==> src/rtl/bperm_pkg.sv <==
package bperm_pkg;
  parameter int unsigned DW = 64;
  parameter int unsigned LW = 8;
  localparam int unsigned IW = $clog2(DW);
  localparam int unsigned NL = DW / LW;
  localparam int unsigned SW = $clog2(NL);
  localparam int unsigned MU = LW * IW;
endpackage

==> src/rtl/bperm_bit_pick.sv <==
module bperm_bit_pick
  import bperm_pkg::*;
(
  input  logic [DW-1:0] data_i,
  input  logic [MU-1:0] idx_i,
  output logic [LW-1:0] byte_o
);
  for (genvar j = 0; j < LW; j++) begin : g_pick
    logic [IW-1:0] idx;
    assign idx = idx_i[j*IW +: IW];
    assign byte_o[j] = data_i[idx];
  end
endmodule

==> src/rtl/bperm_lane_place.sv <==
module bperm_lane_place
  import bperm_pkg::*;
(
  input  logic [LW-1:0] byte_i,
  input  logic [SW-1:0] lane_i,
  output logic [DW-1:0] word_o
);
  for (genvar l = 0; l < NL; l++) begin : g_lane
    assign word_o[l*LW +: LW] = (lane_i == SW'(l)) ? byte_i : '0;
  end
  // the selected lane is the only one that can be non-zero
  always_comb begin
    for (int l = 0; l < NL; l++)
      if (lane_i != SW'(l))
        a_lane_zero_r4: assert (word_o[l*LW +: LW] == '0 || $isunknown(lane_i));
  end
endmodule

==> src/rtl/bperm_lane_unit.sv <==
module bperm_lane_unit
  import bperm_pkg::*;
(
  input  logic          clk_i,
  input  logic          rst_ni,
  input  logic          vld_i,
  input  logic [63:0]   data_i,
  input  logic [63:0]   map_i,
  input  logic [2:0]    lane_sel_i,
  output logic          vld_o,
  output logic [63:0]   res_o
);
  logic [LW-1:0] pick_byte;
  logic [DW-1:0] placed;

  bperm_bit_pick i_pick (
    .data_i (data_i),
    .idx_i  (map_i[MU-1:0]),
    .byte_o (pick_byte)
  );

  bperm_lane_place i_place (
    .byte_i (pick_byte),
    .lane_i (lane_sel_i),
    .word_o (placed)
  );

  always_ff @(posedge clk_i or negedge rst_ni) begin
    if (!rst_ni) begin
      vld_o <= 1'b0;
      res_o <= '0;
    end else begin
      vld_o <= vld_i;
      if (vld_i) res_o <= placed;
    end
  end

  p_vld_follow_r2: assert property (@(posedge clk_i) disable iff (!rst_ni)
    vld_i |=> vld_o);
  p_vld_drop_r2: assert property (@(posedge clk_i) disable iff (!rst_ni)
    !vld_i |=> !vld_o);
  p_hold_r6: assert property (@(posedge clk_i) disable iff (!rst_ni)
    !vld_i |=> $stable(res_o));
  p_lane_only_r4: assert property (@(posedge clk_i) disable iff (!rst_ni)
    vld_i |=> ((res_o & ~(64'hFF << (8 * $past(lane_sel_i)))) == 64'd0));
  for (genvar j = 0; j < LW; j++) begin : g_chk
    p_bit_map_r3: assert property (@(posedge clk_i) disable iff (!rst_ni)
      vld_i |=> res_o[8*$past(lane_sel_i)+j] ==
                $past(data_i[map_i[6*j +: 6]]));
  end
endmodule

==> config.mk <==
export PLATFORM = sky130hd
export DESIGN_NAME = bperm_lane_unit
export DESIGN_NICKNAME = d
export VERILOG_FILES = /design/src/rtl/bperm_pkg.sv /design/src/rtl/bperm_bit_pick.sv /design/src/rtl/bperm_lane_place.sv /design/src/rtl/bperm_lane_unit.sv
export SDC_FILE = /design/constraint.sdc
export NUM_CORES = 1
export LEC_CHECK = 0
export BUFFER_PORTS_ARGS = -buffer_cell sky130_fd_sc_hd__buf_2
export CAP_MARGIN = 20
export CORE_MARGIN = 4
export CORE_UTILIZATION = 57
export CTS_BUF_LIST = sky130_fd_sc_hd__clkbuf_8
export DETAILED_ROUTE_END_ITERATION = 8
export PLACE_DENSITY = 0.91
export SYNTH_ARGS = -nofsm -noshare
export SYNTH_HDL_FRONTEND = slang
export SYNTH_SLANG_ARGS = --single-unit
==> constraint.sdc <==
create_clock -name clk_i -period 0.85 [get_ports clk_i]
set_input_delay 0.0425 -clock clk_i [delete_from_list [all_inputs] [get_ports clk_i]]
set_output_delay 0.0425 -clock clk_i [all_outputs]
set_load 0.1 [all_outputs]
==> flow_summary.toml, run 1 <==
[cts]
cts_made_buffers = 9
clockBufferDepth = 2
cts_htree_levels = 3
clkSinkCount = 65
cts_root_buf = "clkbuf_8"

[logic_synthesis]
netlist_area_mm2 = 0.00820
synth_nets = 1037
avgSynthCellArea_um2 = 9.08
ys_seq_area_frac = 0.198
yosysWarnings = 0
ys_seq_elements = 65
synthCells = 903
synth_cell_types = 29

[status]
haltStage = "global routing (5_1_grt)"
status = "did not finish"
error = "[ERROR GRT-0116] Global routing finished with congestion. Check the congestion regions in the DRC Viewer."

[die]
num_rows = 43
die_x_um = 128
start_util = 0.586
die_height_um = 128
io_pins = 199

[global_routing]
grt_use_total = 0.784
grt_pass1_vias = 14400
overflow = 71
grt_max_degree = 66
grt_pass1_wl_um = 95600

[placed_design]
dpl.hpwl_um = 30500
gp_congestion = 1.09
post-place-cells = 1360
numPortBuffers = 182
## per-stage QoR
stage	utilization	instance area [µm²]	hold WS, ns	setup WS (ns)
after floorplan	-	8620	-0.253	-0.774
after global placement	0.835	11700	0.0765	-1.03
after detailed placement	0.835	11700	0.0840	-1.16
after CTS	0.940	13100	0.0566	-0.659
## synth_stat cells
master | number | share of area
a211oi_1 | 11 | 0.010
buf_4 | 7 | 0.0064
buf_2 | 18 | 0.011
buf_6 | 4 | 0.0055
nor2b_1 | 40 | 0.031
mux2_2 | 1 | 0.0014
a22oi_1 | 48 | 0.044
and4_1 | 8 | 0.0085
mux2i_1 | 132 | 0.16
o221ai_1 | 8 | 0.0085
nand2b_1 | 69 | 0.053
clkbuf_1 | 40 | 0.018
nand4_1 | 1 | 0.00076
nand3_1 | 70 | 0.043
and2_1 | 5 | 0.0038
mux4_2 | 63 | 0.17
a311oi_1 | 6 | 0.0064
inv_1 | 14 | 0.0064
o311ai_0 | 50 | 0.053
nand2_1 | 65 | 0.030
a32oi_1 | 56 | 0.060
a21oi_1 | 16 | 0.0098
nor3_1 | 2 | 0.0012
o311ai_1 | 6 | 0.0064
o22ai_2 | 1 | 0.0015
or4_1 | 8 | 0.0073
dfrtp_1 | 65 | 0.20
buf_1 | 11 | 0.0050
nor2_1 | 78 | 0.036
## cell families after synthesis
family          share of synthesized area
simple gates                        0.213
compound gates                      0.200
buf+inv                            0.0527
flops                               0.198
mux                                 0.336
## per-layer routing
| layer | GRT overflow | global-route usage |
|---|---|---|
| met1 | 1 | 0.795 |
| met2 | 45 | 0.923 |
| met3 | 0 | 0.674 |
| met4 | 25 | 0.717 |
| met5 | 0 | 0.418 |
## repair_timing
item                       in CTS
pin swaps                      61
hold buffers                    1
setup endpoints to repair     129
hold endpoints to repair       65
cloned                          4
setup buffers                  29
gates resized for setup       159
==> inputs of run 2 (changes only) <==
--- a/config.mk
+++ b/config.mk
@@ -8,10 +8,9 @@
 export BUFFER_PORTS_ARGS = -buffer_cell sky130_fd_sc_hd__buf_2
 export CAP_MARGIN = 20
 export CORE_MARGIN = 4
-export CORE_UTILIZATION = 57
-export CTS_BUF_LIST = sky130_fd_sc_hd__clkbuf_8
+export CORE_UTILIZATION = 40
 export DETAILED_ROUTE_END_ITERATION = 8
-export PLACE_DENSITY = 0.91
+export PLACE_DENSITY_LB_ADDON = 0.15
 export SYNTH_ARGS = -nofsm -noshare
 export SYNTH_HDL_FRONTEND = slang
 export SYNTH_SLANG_ARGS = --single-unit
==> flow_summary.toml, run 2 <==
[pwr]
internal_power_w = 0.00937
p_leak_nw = 5.85
ir_worst_vdd_mv = 0.840
switching_share = 0.386
power.switching_w = 0.00589
clockPowerShare = 0.269
finalPower_w = 0.0153
p_seq_frac = 0.228
comb_power_share = 0.504
p_per_area_mw_per_mm2 = 1100

[logic_synthesis]
synth_edf_count = 0
netlist_area_mm2 = 0.00820
ys_seq_elements = 65
async_reset_ff_frac = 1.00
netlist.area_leader.share = 0.198
synth_cell_types = 29
synth_top_area_cell = "dfrtp_1"
yosysWarnings = 0
ys_seq_area_frac = 0.198
yosys-top-cells-area = "dfrtp_1 (20%), mux4_2 (17%), mux2i_1 (16%)"
ys_top_cells_by_count = "mux2i_1 (132), nor2_1 (78), nand3_1 (70), nand2b_1 (69)"
avgSynthCellArea_um2 = 9.08
ys.flop_type = "dfrtp_1"
synthCells = 903
synth_nets = 1037
yosysMostFrequentCell = "mux2i_1"

[cells_and_area]
final_nets = 1397
top_regs = "res_o (64), vld_o (1)"
layout_common_cells = "buf_4 (214), mux2i_1 (131), buf_12 (96)"
post-route-util = 0.685
syn2layout_area_growth_pct = 68.5
drive_gt1_frac = 0.542
final_common_cell = "buf_4"
regMostFlops = "res_o"
fin_cells = 1538
largest_register_ffs = 64
diodes = 0

[global_routing]
grt_antenna_before_repair = 0
grt_pass1_vias = 9747
met3_usage = 0.0476
grt_busiest_layer = "met2"
use_met1 = 0.397
grt_pass1_wl_um = 55400
global_route.usage.met2 = 0.527
grt_max_degree = 49
overflow = 0
grt_use_total = 0.318

[placed_design]
dpl.hpwl_um = 27500
post-place-cells = 1483
numPortBuffers = 182
gp_congestion = 1.02
dp_slack_ns = -1.17

[run]
cap_violations = 0

[routing]
num_vias = 9953
wl_um = 37500
drt_pass1_iterations = 5
avgRoutedWirePerCell_um = 24.4
via_per_inst = 6.47
dr.first_iter.drc_count = 999
drtAntennaViolNets = 0
drc = 0

[timing]
drv_slew = 0
max_freq_mhz = 647
finalClockSkew_ns = 0
hold_slack_ns = 0.0813
worst_pin_slew_ns = 0.810
period_share = 1.82
hold_viol_final = 0
min_period_ns = 1.55
fin_ws_ns = -0.696
grt_setup_unrepaired = "yes"
final-setup-viol-count = 129
relSlewSlack = 0.459

[critical_path]
endpoint_kind = "flip-flop"
cp_max_fo = 8
setup.worst_path.start = "map_i[6]"
r2r-start = "res_o[58]$_DFFE_PN0P_"
cp.required_ns = 1.05
critPathLaunchType = "input pin"
cp.arrival_ns = 1.74
criticalPathCategory = "in2reg"

[status]
status = "finished, violations left"
violations = "setup timing"

[cts]
cts_htree_levels = 3
cts_root_buf = "clkbuf_16"
clockBufferDepth = 2
cts_tree = "yes"
clk_latency_ns = 0.33
path_clk_slew_ns = 0.06
cts_made_buffers = 9
clkSinkCount = 65

[die]
fp.dieArea_mm2 = 0.0228
io_pins = 199
die_x_um = 151
core_area_mm2 = 0.0202
start_util = 0.406
num_rows = 52
die_height_um = 151

[worst_hold_path]
hold_start = "map_i[47]"
min-delay-path-class = "in2reg"
run 2: cell counts after synthesis:
Identical to the previous run, type by type.
run 2: power groups by stage:
| stage | clock network, W | registers, W | logic (W) |
|---|---|---|---|
| after floorplan | 0 | 0.00456 | 0.00272 |
| after global placement | 0 | 0.00352 | 0.00671 |
| after detailed placement | 0 | 0.00353 | 0.00679 |
| after CTS | 0.00413 | 0.00347 | 0.00728 |
| after global routing | 0.00428 | 0.00349 | 0.00802 |
| final | 0.00410 | 0.00347 | 0.00769 |
run 2: metrics by stage:
step                      instance area [µm²]  TNS [ns]
after floorplan                          8620    -39.40
after global placement                  12100    -59.85
after detailed placement                12100    -61.02
after CTS                               13300    -34.19
after global routing                    13800    -40.58
final                                   13800    -35.87
run 2: cell families (layout without fill, tap and decap cells):
group,after synthesis,in the layout,share of synthesized area
multiplexers,196,196,0.336
flip-flops,65,65,0.198
AND/OR/NAND/NOR,346,346,0.213
buffers and inverters,94,459,0.0527
AO/OA/AOI/OAI,202,202,0.200
run 2: layout make-up:
cell class	instances	area, µm²
Inverter	14	52.6
Multi-Input combinational cell	744	6990
Sequential cell	65	1700
Clock inverter	4	75.1
Timing Repair Buffer	429	4400
Fill cell	1532	6360
Tap cell	270	338
Clock buffer	12	256
run 2: layer usage:
layer  part of all wire  up-vias
met3              0.091      189
li1                   -     4330
met2               0.47      671
met1               0.37     4763
met4              0.065        0
met5                  0        -
run 2: path summary, 6_finish.rpt:
path,cells past startpoint,slack (ns),endpoint
worst min-delay path,3,0.08,res_o[47]$_DFFE_PN0P_
min in group asynchronous,2,0.11,res_o[58]$_DFFE_PN0P_
worst max-delay path,6,-0.70,res_o[41]$_DFFE_PN0P_
worst min register to register,2,0.54,res_o[47]$_DFFE_PN0P_
max in group asynchronous,3,0.33,res_o[55]$_DFFE_PN0P_
worst max register to register,3,-0.10,res_o[58]$_DFFE_PN0P_
run 2: worst max-delay path, stage by stage:
cell and delay (ns):
buf_12 0.10, mux4_2 0.48, mux4_2 0.56, o22ai_4 0.25, or4_1 0.18, o221ai_1 0.11
run 2: repair_timing:
item | in CTS | in global routing
setup buffers | 24 | 6
gates cloned | 3 | 4
resized for setup | 122 | 64
endpoints found under the hold margin | 67 | 0
setup endpoints to repair | 129 | 129
hold buffers | 3 | 0
pin swaps | 60 | 38
No activity file was read; power rests on OpenSTA's default activity.
